## src/rtl/osr_rx_pkg.sv

```systemverilog
package osr_rx_pkg;

  typedef enum logic [1:0] {
    ST_IDLE  = 2'd0,
    ST_START = 2'd1,
    ST_DATA  = 2'd2,
    ST_STOP  = 2'd3
  } rx_state_e;

endpackage

```

## src/rtl/osr_rx_sync.sv

```systemverilog
module osr_rx_sync #(
  parameter int unsigned STAGES    = 2,
  parameter logic        RESET_VAL = 1'b1
) (
  input  logic clk,
  input  logic rst,
  input  logic din,
  output logic dout
);

  logic [STAGES-1:0] q;

  for (genvar i = 0; i < STAGES; i++) begin : g_stage
    if (i == 0) begin : g_first
      always_ff @(posedge clk) begin
        if (rst) q[i] <= RESET_VAL;
        else     q[i] <= din;
      end
    end else begin : g_next
      always_ff @(posedge clk) begin
        if (rst) q[i] <= RESET_VAL;
        else     q[i] <= q[i-1];
      end
    end
  end

  assign dout = q[STAGES-1];

endmodule

```

## src/rtl/osr_rx_vote.sv

```systemverilog
module osr_rx_vote #(
  parameter int unsigned CW = 4
) (
  input  logic          clk,
  input  logic          rst,
  input  logic          samp_en,
  input  logic [CW-1:0] cnt,
  input  logic [CW-1:0] centre,
  input  logic          rx_s,
  input  logic          one_samp,
  output logic          bit_val,
  output logic          noisy
);

  // Early and centre samples are held; the late one is the live sample.
  logic s_early, s_mid;
  logic maj;

  always_ff @(posedge clk) begin
    if (rst) begin
      s_early <= 1'b1;
      s_mid   <= 1'b1;
    end else if (samp_en) begin
      if (cnt == centre - 1'b1) s_early <= rx_s;
      if (cnt == centre)        s_mid   <= rx_s;
    end
  end

  always_comb begin
    maj     = (s_early & s_mid) | (s_early & rx_s) | (s_mid & rx_s);
    bit_val = one_samp ? s_mid : maj;
    noisy   = (s_early != s_mid) || (s_mid != rx_s);
  end

endmodule

```

## src/rtl/osr_rx_ctrl.sv

```systemverilog
module osr_rx_ctrl
  import osr_rx_pkg::*;
#(
  parameter int unsigned OSR_MAX  = 16,
  parameter int unsigned WORD_MAX = 9,
  parameter int unsigned CW       = $clog2(OSR_MAX),
  parameter int unsigned BW       = $clog2(WORD_MAX + 1)
) (
  input  logic                clk,
  input  logic                rst,
  input  logic                samp_en,
  input  logic                rx_s,
  input  logic                over8,
  input  logic                one_samp,
  input  logic                len9,
  input  logic                bit_val,
  input  logic                noisy,
  output logic [CW-1:0]       cnt,
  output logic [CW-1:0]       centre,
  output logic                cfg_o8,
  output logic                cfg_one,
  output rx_state_e           state,
  output logic                frame_done,
  output logic [WORD_MAX-1:0] frame_word,
  output logic                frame_noise,
  output logic                frame_ferr
);

  localparam logic [CW-1:0] LAST_WIDE = CW'(OSR_MAX - 1);
  localparam logic [CW-1:0] LAST_NARR = CW'(OSR_MAX / 2 - 1);
  localparam logic [CW-1:0] MID_WIDE  = CW'(OSR_MAX / 2);
  localparam logic [CW-1:0] MID_NARR  = CW'(OSR_MAX / 4);
  localparam logic [BW-1:0] TOP_LONG  = BW'(WORD_MAX - 1);
  localparam logic [BW-1:0] TOP_SHORT = BW'(WORD_MAX - 2);

  logic                cfg_l9;
  logic [BW-1:0]       bit_idx;
  logic [WORD_MAX-1:0] shreg;
  logic                noise_acc;
  logic [CW-1:0]       last_cnt;
  logic [CW-1:0]       cnt_nxt;
  logic [BW-1:0]       top_bit;
  logic                decide;
  logic                wrap;

  always_comb begin
    last_cnt = cfg_o8 ? LAST_NARR : LAST_WIDE;
    centre   = cfg_o8 ? MID_NARR  : MID_WIDE;
    top_bit  = cfg_l9 ? TOP_LONG  : TOP_SHORT;
    decide   = (cnt == centre + 1'b1);
    wrap     = (cnt == last_cnt);
    cnt_nxt  = wrap ? '0 : cnt + 1'b1;
  end

  always_ff @(posedge clk) begin
    if (rst) begin
      state       <= ST_IDLE;
      cnt         <= '0;
      bit_idx     <= '0;
      shreg       <= '0;
      noise_acc   <= 1'b0;
      cfg_o8      <= 1'b0;
      cfg_one     <= 1'b0;
      cfg_l9      <= 1'b0;
      frame_done  <= 1'b0;
      frame_word  <= '0;
      frame_noise <= 1'b0;
      frame_ferr  <= 1'b0;
    end else begin
      frame_done <= 1'b0;
      if (samp_en) begin
        unique case (state)
          ST_IDLE: begin
            if (!rx_s) begin
              state     <= ST_START;
              cnt       <= CW'(1);
              bit_idx   <= '0;
              shreg     <= '0;
              noise_acc <= 1'b0;
              cfg_o8    <= over8;
              cfg_one   <= one_samp;
              cfg_l9    <= len9;
            end
          end
          ST_START: begin
            cnt <= cnt_nxt;
            if (decide && bit_val) begin
              state <= ST_IDLE;
              cnt   <= '0;
            end else begin
              if (decide) noise_acc <= noise_acc | noisy;
              if (wrap)   state <= ST_DATA;
            end
          end
          ST_DATA: begin
            cnt <= cnt_nxt;
            if (decide) begin
              shreg[bit_idx] <= bit_val;
              noise_acc      <= noise_acc | noisy;
            end
            if (wrap) begin
              if (bit_idx == top_bit) state <= ST_STOP;
              else                    bit_idx <= bit_idx + 1'b1;
            end
          end
          ST_STOP: begin
            cnt <= cnt_nxt;
            if (decide) begin
              frame_done  <= 1'b1;
              frame_word  <= shreg;
              frame_noise <= noise_acc | noisy;
              frame_ferr  <= !bit_val;
              state       <= ST_IDLE;
              cnt         <= '0;
            end
          end
          default: state <= ST_IDLE;
        endcase
      end
    end
  end

endmodule

```

## src/rtl/osr_rx_outq.sv

```systemverilog
module osr_rx_outq #(
  parameter int unsigned WORD_MAX = 9
) (
  input  logic                clk,
  input  logic                rst,
  input  logic                push,
  input  logic [WORD_MAX-1:0] in_word,
  input  logic                in_noise,
  input  logic                in_ferr,
  input  logic                out_ready,
  output logic                out_valid,
  output logic [WORD_MAX-1:0] out_data,
  output logic                out_noise,
  output logic                out_ferr
);

  always_ff @(posedge clk) begin
    if (rst) begin
      out_valid <= 1'b0;
      out_data  <= '0;
      out_noise <= 1'b0;
      out_ferr  <= 1'b0;
    end else if (push) begin
      out_valid <= 1'b1;
      out_data  <= in_word;
      out_noise <= in_noise;
      out_ferr  <= in_ferr;
    end else if (out_valid && out_ready) begin
      out_valid <= 1'b0;
    end
  end

endmodule

```

## src/rtl/osr_uart_rx.sv

```systemverilog
module osr_uart_rx
  import osr_rx_pkg::*;
#(
  parameter int unsigned OSR_MAX     = 16,
  parameter int unsigned WORD_MAX    = 9,
  parameter int unsigned SYNC_STAGES = 2
) (
  input  logic                clk,
  input  logic                rst,
  input  logic                rx_in,
  input  logic                samp_en,
  input  logic                over8,
  input  logic                one_samp,
  input  logic                len9,
  input  logic                out_ready,
  output logic                out_valid,
  output logic [WORD_MAX-1:0] out_data,
  output logic                out_noise,
  output logic                out_ferr
);

  localparam int unsigned CW = $clog2(OSR_MAX);
  localparam int unsigned BW = $clog2(WORD_MAX + 1);

  logic                rx_s;
  logic [CW-1:0]       rx_cnt;
  logic [CW-1:0]       rx_centre;
  logic                rx_cfg_o8;
  logic                rx_cfg_one;
  rx_state_e           rx_state;
  logic                bit_val;
  logic                noisy;
  logic                frame_done;
  logic [WORD_MAX-1:0] frame_word;
  logic                frame_noise;
  logic                frame_ferr;

  osr_rx_sync #(.STAGES(SYNC_STAGES), .RESET_VAL(1'b1)) i_sync (
    .clk  (clk),
    .rst  (rst),
    .din  (rx_in),
    .dout (rx_s)
  );

  osr_rx_vote #(.CW(CW)) i_vote (
    .clk      (clk),
    .rst      (rst),
    .samp_en  (samp_en),
    .cnt      (rx_cnt),
    .centre   (rx_centre),
    .rx_s     (rx_s),
    .one_samp (rx_cfg_one),
    .bit_val  (bit_val),
    .noisy    (noisy)
  );

  osr_rx_ctrl #(.OSR_MAX(OSR_MAX), .WORD_MAX(WORD_MAX), .CW(CW), .BW(BW)) i_ctrl (
    .clk         (clk),
    .rst         (rst),
    .samp_en     (samp_en),
    .rx_s        (rx_s),
    .over8       (over8),
    .one_samp    (one_samp),
    .len9        (len9),
    .bit_val     (bit_val),
    .noisy       (noisy),
    .cnt         (rx_cnt),
    .centre      (rx_centre),
    .cfg_o8      (rx_cfg_o8),
    .cfg_one     (rx_cfg_one),
    .state       (rx_state),
    .frame_done  (frame_done),
    .frame_word  (frame_word),
    .frame_noise (frame_noise),
    .frame_ferr  (frame_ferr)
  );

  osr_rx_outq #(.WORD_MAX(WORD_MAX)) i_outq (
    .clk       (clk),
    .rst       (rst),
    .push      (frame_done),
    .in_word   (frame_word),
    .in_noise  (frame_noise),
    .in_ferr   (frame_ferr),
    .out_ready (out_ready),
    .out_valid (out_valid),
    .out_data  (out_data),
    .out_noise (out_noise),
    .out_ferr  (out_ferr)
  );

endmodule

```

## config.mk

```make
export PLATFORM = sky130hd
export DESIGN_NAME = osr_uart_rx
export DESIGN_NICKNAME = d
export VERILOG_FILES = /design/src/rtl/osr_rx_pkg.sv /design/src/rtl/osr_rx_sync.sv /design/src/rtl/osr_rx_vote.sv /design/src/rtl/osr_rx_ctrl.sv /design/src/rtl/osr_rx_outq.sv /design/src/rtl/osr_uart_rx.sv
export SDC_FILE = /design/constraint.sdc
export NUM_CORES = 1
export LEC_CHECK = 0
export BUFFER_PORTS_ARGS = -buffer_cell sky130_fd_sc_hd__buf_4
export CAP_MARGIN = 20
export CORE_UTILIZATION = 62
export CTS_BUF_LIST = sky130_fd_sc_hd__clkbuf_4 sky130_fd_sc_hd__clkbuf_8
export CTS_CLUSTER_SIZE = 20
export DETAILED_ROUTE_END_ITERATION = 8
export GPL_TIMING_DRIVEN = 1
export PLACE_DENSITY = 0.82
export SYNTH_ARGS = -nofsm -noshare
export SYNTH_HDL_FRONTEND = slang
export SYNTH_SLANG_ARGS = --single-unit
```

## constraint.sdc

```tcl
create_clock -name clk -period 2 [get_ports clk]
set_input_delay 0.6 -clock clk [delete_from_list [all_inputs] [get_ports clk]]
set_output_delay 0.6 -clock clk [all_outputs]
set_load 0.1 [all_outputs]
```

---- After elaboration in Yosys (flattened, before gate mapping) ----
Index checks and enable logic that the tools add are counted.
cells by class
  multiplexer cells ....................... 33
  equal/unequal tests ..................... 18
  bitwise logic cells ..................... 9
  reduce and logical (&&, ||, !) cells .... 19
  order comparisons ....................... 2
  $add $sub $neg .......................... 4
operator list
  operator               number
  $mux W4                10
  $eq A4 B4 Y1           5
  $mux W9                2
  $pmux W9 S2            1
  $pmux W4 S4            1
  $add A4 B1 Y4 const B  3
  $mux W2                6
  $bwmux W9              1
  $mux W1                8
  $ne A2 B1 Y1 const B   4
  $pmux W2 S4            1
  $pmux W4 S2            1
  $reduce_and A4 Y1      2
  $ne A2 B2 Y1 const B   3
  $reduce_and A2 Y1      3
  $reduce_and A3 Y1      2
  $reduce_and A6 Y1      1
  $lt A4 B5 Y1 const B   1
  $reduce_and A5 Y1      1
  $demux W1 S4           1
  $eq A2 B2 Y1 const B   2
  $ge A4 B1 Y1 const B   1
  $reduce_bool A2 Y1     2
  $sub A4 B1 Y4 const B  1
  other kinds (13)       22
word-level totals
  register bits ........................... 51
  input bits .............................. 8

---- Depth between registers and ports, before layout ----
Gate-level depths: netlist of run 1.
  depth in word-level cells ............... 7
  depth in mapped cells ................... 9
  gate-level depth less buffers ........... 7

---- Hierarchy ----
From an unflattened synthesis of run 1, not the netlist that was laid out.
unflattened totals
  cells, all modules ...................... 299
  area total of the unflattened synthesis .. 2,616.3 um^2
modules (own cells, without submodules)
  module       instances  cells an instance  area each (um^2)  sequential area each (um^2)
  osr_rx_ctrl  1          227                1,901.8           700.7
  osr_rx_outq  1          39                 422.9             240.2
  osr_rx_vote  1          29                 239.0             40.0
  osr_rx_sync  1          4                  52.6              40.0

---- Worst setup path before layout of run 1 ----
OpenSTA, ideal clock, no wires.
  path type ............................... input to register
  start ................................... input samp_en
  end ..................................... register i_ctrl.bit_idx[2]
  buffers on the path ..................... 1
  stages .................................. 6
  slack ................................... 253 ps
  data arrival time ....................... 1,632 ps
  path through ............................ buf_2 a21boi_0 nand3_1 o31ai_2 a21oi_1 o21a_1
between the ends
  longest elaborated chain between the ends .. 1
RTL lines
  item                         RTL line            source
  start: declaration           osr_uart_rx.sv:11   input logic samp_en,
  $reduce_and A5 Y1 (no line)  --
  end signal: assignment       osr_rx_ctrl.sv:103  else bit_idx <= bit_idx + 1'b1;
  end: declaration             osr_rx_ctrl.sv:37   logic [BW-1:0] bit_idx;
Every way passes these cells.
A chain may end at the register's enable or synchronous reset.

---- Worst setup path after layout of run 1 ----
  start ................................... register i_ctrl.cnt[1]
  end ..................................... register i_ctrl.state[0]
between the ends
  longest elaborated chain between the ends .. 4
  elaborated cells on any way between the ends .. 9
  classes of those cells .................. eq/ne: 5; mux: 2; reduce/logical: 2
RTL lines
  item                                                        RTL line            source
  start: declaration                                          osr_rx_ctrl.sv:18   output logic [CW-1:0] cnt,
  start signal: assignment                                    osr_rx_ctrl.sv:86   cnt <= cnt_nxt;
  start signal: assignment                                    osr_rx_ctrl.sv:96   cnt <= cnt_nxt;
  start signal: assignment                                    osr_rx_ctrl.sv:107  cnt <= cnt_nxt;
  $eq A4 B4 Y1                                                osr_rx_ctrl.sv:50   decide = (cnt == centre + 1'b1);
  $logic_and A1 B1 Y1                                         osr_rx_ctrl.sv:87   if (decide && bit_val) begin
  $ne A3 B1 Y1 (no line) or $mux W2 (tied branches)           --
  $reduce_and A6 Y1 (no line) or $pmux W2 S4 (tied branches)  --
  end signal: assignment                                      osr_rx_ctrl.sv:57   state <= ST_IDLE;
  end signal: assignment                                      osr_rx_ctrl.sv:88   state <= ST_IDLE;
  end signal: assignment                                      osr_rx_ctrl.sv:92   if (wrap) state <= ST_DATA;
  end: declaration                                            osr_rx_ctrl.sv:22   output rx_state_e state,
Several ways; a longest one is shown, not always the timed one.

==> results of run 1 <==
[worst register-to-register path: stages (launching register included)]
cell and delay (ps):
dfxtp_1 400, inv_1 80, ha_1 190, and4bb_1 200, or2_4 300, a21boi_0 290
a211oi_1 130, o2bb2ai_1 140
[metrics by stage]
stage / utilization [%] / std cells / hold WS, ps / setup slack, ps / total power (uW)
after global placement: 72.1 / 355 / 392 / 137 / 1130
after global routing: 75.5 / 365 / 457 / 13.8 / 1800
after detailed placement: 72.1 / 355 / 394 / 47.7 / 1140
after floorplan: - / 293 / 389 / 253 / 1100
final: 75.5 / 365 / 416 / 151 / 1750
after CTS: 74.7 / 363 / 416 / 18.0 / 1750
[kinds of logic after synthesis]
group,after synthesis,synth area share [%]
compound gates,57,17.2
xor+xnor,2,0.692
fa+ha+maj,13,6.42
buf+inv,29,5.24
flops,51,40.3
mux,17,6.77
simple gates,124,23.4
[area by class of cell]
cell class,instances,area [um^2],share of cell area [%]
tap,48,60.1,2.09
timing repair buffer,33,248,8.63
clock inverter,2,16.3,0.567
inverter,12,45.0,1.57
multi-input combinational,213,1400,48.7
clock buffer,6,82.6,2.88
sequential,51,1020,35.6
[repair_timing]
item                                   4_1_cts  5_1_grt
resized for setup                            0        5
endpoints found under the hold margin        0        0
setup endpoints to repair                    0       15
buffers inserted                             0        2
[state kept, by name, indices dropped and copies added, names as in the netlist, 4 cells and up, named ones only]
| register | cells |
|---|---|
| i_ctrl.shreg | 9 |
| i_ctrl.cnt | 4 |
| i_ctrl.bit_idx | 4 |
| i_ctrl.frame_word | 9 |
| i_outq.out_data | 9 |
[layer usage]
layer	global-route usage (%)	vias to the layer above	share of wire, %
met4	9.24	0	2.3
li1	-	1075	-
met5	0	-	0
met2	43.9	76	46
met1	36.0	1005	46
met3	6.03	15	5.8
[layout by cell type (no fill, tap or decap), drive strengths merged, types with 2 or more instances in the layout]
cell / instances
or2: 3
nand2b: 3
nor4: 2
inv: 12
clkbuf: 6
o21a: 3
o21ai: 5
a21boi: 2
nor2: 27
mux2i: 16
a32o: 8
a31oi: 4
dfxtp: 51
nor3: 9
a2111oi: 2
buf: 33
nor2b: 3
a21oi: 19
nand3: 7
nand2: 55
ha: 13
nand3b: 3
a211oi: 2
and3: 5
a311oi: 2
nand4b: 2
[worst max path at each step]
stage                               start                end  slack (ps)
final                       i_ctrl.cnt[1]    i_ctrl.state[0]         150
after global routing         i_vote.s_mid   i_ctrl.noise_acc          10
after global placement    i_ctrl.state[0]    i_ctrl.shreg[2]         140
after floorplan                   samp_en  i_ctrl.bit_idx[2]         250
after detailed placement    i_ctrl.cnt[0]    i_ctrl.state[0]          50
after CTS                   i_ctrl.cnt[0]    i_ctrl.state[0]          20
[power by group]
group          internal (uW)  total (uW)  switching (uW)
clock network            283         634             351
logic                   35.6        89.8            54.2
registers               1020        1030            6.38
total                   1340        1750             412
==> flow_metrics.tcl, run 1 <==
set metrics [dict create \
    drive_above_1_share_pct 17.7 \
    antenna_left 0 \
    cp-end-kind "flip-flop" \
    die_w_um 65.9 \
    drv_slew 0 \
    clockBufferDepth 2 \
    path_buf_inv 1 \
    synth_cell_types 55 \
    hpwl_um 3830 \
    setup_viol 0 \
    first_pass_iters 4 \
    die_area_um2 4340 \
    synth_edf_count 0 \
    yosysWarnings 0 \
    wirelength_um 5510 \
    antenna_found_initial 0 \
    drt-wirelength-per-cell_um 15.1 \
    grt_pass1_wl_um 8900 \
    n_antenna_cell 0 \
    rows 22 \
    yosysTopAreaCellShare_pct 40.3 \
    avgSynthCellArea_um2 8.64 \
    async_flop_share_pct 0 \
    grt_max_degree 22 \
    synth_top_area_cell "dfxtp_1" \
    cp_cell_sequence "inv_1 > ha_1 > and4bb_1 > or2_4 > a21boi_0 > a211oi_1 > o2bb2ai_1" \
    synth_seq_cells 51 \
    p_leak_uw 0.00104 \
    min_to "i_sync.dout" \
    fmax_mhz 541 \
    cts_sinks 51 \
    worstHoldPathType "flip-flop to flip-flop" \
    r2r_setup_slack_ps 150 \
    htree_levels 2 \
    power_density_nw_per_um2 610 \
    fill_cells 287 \
    nets 337 \
    placement.io_buffers 19 \
    synth_top_cells_by_count "nand2_1 (55), dfxtp_1 (51), nor2_1 (27)" \
    fin_crit_sh_pct 92.4 \
    vdd_drop_max_v 0.000380 \
    worstMarginPinSlew_ps 637 \
    clkLatencyLatePin_ps 310 \
    yosysMostFrequentCell "nand2_1" \
    synthFlopType "dfxtp_1" \
    cpPeakStageDelay_ps 400 \
    placed_area_um2 2740 \
    critical_path_class "flip-flop to flip-flop" \
    path_depth 7 \
    crit_slowest_cell "dfxtp_1" \
    startpoint_type "flip-flop" \
    io_pins 20 \
    stdcell_area_um2 2870 \
    min_period_ps 1850 \
    avgViaCountPerCell 5.95 \
    grt_pass1_vias 1920 \
    cap_viol_max_count 0 \
    synthCells 293 \
    fin_skew_ps 3.65 \
    area_growth_pct 13.3 \
    drt-initial-drc-count 146 \
    cts_root_buffer "clkbuf_8" \
    worstHoldPathCells 1 \
    track_usage_pct 27.4 \
    worstReg2RegEnd "i_ctrl.state[0]" \
    synth_area_um2 2530 \
    cts_tree "built" \
    grt_overflow 0 \
    drc 0 \
    cts_hold_buf 0 \
    slew_headroom_pct 57.5 \
    vias 2171 \
    yosys-top-cells-area "dfxtp_1 (40%), nand2_1 (8.2%), ha_1 (6.4%), mux2i_1 (6.3%), nor2_1 (4.0%)" \
    r2r_start "i_ctrl.cnt[1]" \
    cp.required_ps 2200 \
    initial_core_util_pct 66.7 \
    syn_nets 314 \
    min_from "i_sync.q[0]" \
    cts_made_buffers 5 \
    critPathArrivalTime_ps 2050 \
    die_h_um 65.9 \
    rsz0062_at_grt "false" \
    cts.reportedPaths.clkPinSlew_ps 90 \
    gp_congestion 0.930 \
    hold_viol 0 \
    path_max_fanout 10 \
    ys_seq_area_share_pct 40.3 \
    finalSetupTns_ps 0 \
    cp_top_family "compound AO/OA/AOI/OAI gates" \
    outcome "finished clean" \
    core_area_um2 3800 \
    r2r_cells 7 \
]
No activity file was read; power rests on OpenSTA's default activity.
==> run 2, diff against run 1 <==
CORE_UTILIZATION = 65   (was 62)
PLACE_DENSITY = 0.85   (was 0.82)
clock period = 2.25 ns   (was 2 ns; I/O delays follow)
==> flow_metrics.tcl, run 2 (synthesis gave the netlist of run 1 again) <==
set metrics [dict create \
    initial_core_util_pct 68.7 \
    crit_slowest_cell "dfxtp_1" \
    cts_tree "built" \
    clkLatencyLatePin_ps 310 \
    drive_above_1_share_pct 14.9 \
    fin_crit_sh_pct 88.9 \
    fill_cells 288 \
    io_pins 20 \
    slew_headroom_pct 55.5 \
    met2_usage_pct 47.5 \
    vias 2157 \
    cts_root_buffer "clkbuf_8" \
    min_to "i_sync.dout" \
    drt-initial-drc-count 138 \
    hold_viol 0 \
    critical_path_class "flip-flop to flip-flop" \
    die_w_um 64.4 \
    cts_sinks 51 \
    hpwl_um 3930 \
    finalSetupTns_ps 0 \
    drt-wirelength-per-cell_um 15.2 \
    grt_pass1_vias 2013 \
    grt_max_degree 29 \
    grt_overflow 0 \
    wirelength_um 5440 \
    vdd_drop_max_v 0.000478 \
    antenna_found_initial 0 \
    cpPeakStageDelay_ps 390 \
    worstHoldPathCells 1 \
    core_area_um2 3690 \
    n_antenna_cell 0 \
    ctsResizeCount 0 \
    r2r_setup_slack_ps 250 \
    track_usage_pct 28.6 \
    reg_top3 "i_ctrl.frame_word (9), i_ctrl.shreg (9), i_outq.out_data (9)" \
    placed_area_um2 2690 \
    min_from "i_sync.q[0]" \
    outcome "finished clean" \
    clockBufferDepth 2 \
    grt.busiest_layer "met2" \
    critPathArrivalTime_ps 2200 \
    cp-end-kind "flip-flop" \
    drc 0 \
    crit_start "i_ctrl.state[0]" \
    worstMarginPinSlew_ps 666 \
    area_growth_pct 10.2 \
    cp_cell_sequence "inv_1 > ha_1 > inv_1 > nand2_1 > a21oi_2 > nand2_1 > a32o_1" \
    fin_skew_ps 8.69 \
    min_period_ps 2000 \
    r2r_start "i_ctrl.state[0]" \
    grtUsageMet3_pct 5.11 \
    cts_hold_buf 0 \
    startpoint_type "flip-flop" \
    cts.reportedPaths.clkPinSlew_ps 100 \
    rows 22 \
    cp.required_ps 2450 \
    rsz0062_at_grt "false" \
    grt_pass1_wl_um 9160 \
    most-common-layout-cells "nand2_1 (55), dfxtp_1 (51), nor2_1 (27), buf_4 (25), a21oi_1 (18)" \
    cap_viol_max_count 0 \
    gp_congestion 0.925 \
    final_common_cell "nand2_1" \
    placement.io_buffers 19 \
    r2r_cells 7 \
    postCtsSetupBuffers 0 \
    antenna_left 0 \
    die_area_um2 4150 \
    p_leak_uw 0.00101 \
    htree_levels 2 \
    worstHoldPathType "flip-flop to flip-flop" \
    worstReg2RegEnd "i_ctrl.shreg[4]" \
    first_pass_iters 5 \
    drv_slew 0 \
    power_density_nw_per_um2 557 \
    path_max_fanout 9 \
    nets 329 \
    die_h_um 64.4 \
    grt_use_met1_pct 36.4 \
    avgViaCountPerCell 6.04 \
    fmax_mhz 500 \
    setup_viol 0 \
    stdcell_area_um2 2790 \
    cts_made_buffers 5 \
]
-- run 2: cell count changes in the layout (fill, tap and decap cells not counted), sizes merged --
cell | before | now
buf | 33 | 25
-- run 2: worst max-delay path by stage --
stage	cells after the start	slack (ps)	end
global route	6	120	i_ctrl.state[0]
floorplan	6	430	i_ctrl.bit_idx[2]
finish	7	250	i_ctrl.shreg[4]
CTS	6	290	i_ctrl.state[0]
detailed placement	7	260	i_ctrl.cnt[2]
global placement	6	330	i_ctrl.state[0]
-- run 2: final cells by class --
class | instances | area (um^2) | share of cell area (%)
clock buffers | 6 | 82.6 | 2.96
clock inverters | 2 | 16.3 | 0.583
inverters | 12 | 45.0 | 1.61
multi-input cells | 213 | 1380 | 49.4
flip-flops and latches | 51 | 1020 | 36.6
well taps | 48 | 60.1 | 2.15
repair buffers | 25 | 188 | 6.72
-- run 2: per-stage QoR --
step | setup slack [ps] | instances | utilization, % | power, uW | hold slack, ps
5_1_grt | 115 | 357 | 75.7 | 1590 | 448
3_5_place_dp | 255 | 349 | 73.0 | 1010 | 393
6_report | 249 | 357 | 75.7 | 1560 | 416
3_3_place_gp | 329 | 349 | 73.0 | 1000 | 392
4_1_cts | 290 | 357 | 75.7 | 1550 | 416
2_1_floorplan | 428 | 293 | - | 980 | 389
-- run 2: power by group --
group | internal (uW) | total, uW | switching, uW | leakage, uW
clock network | 252 | 570 | 318 | 0.0000474
logic | 28.5 | 74.0 | 45.5 | 0.000552
registers | 907 | 912 | 5.53 | 0.000411
total | 1190 | 1560 | 369 | 0.00101
-- run 2: per-layer routing --
layer | vias up | wire (um)
met1 | 1021 | 2390
met2 | 71 | 2680
met3 | 10 | 287
met4 | 0 | 89
met5 | - | 0
li1 | 1055 | -
-- run 2: critical path: cells and delay by family (launching register included) --
family                     cells  cell delay (ps)
AOI/OAI and AO/OA              2              680
DFF                            1              390
adders and majority gates      1              320
buffers and inverters          2              290
and+or+nand+nor                2              220
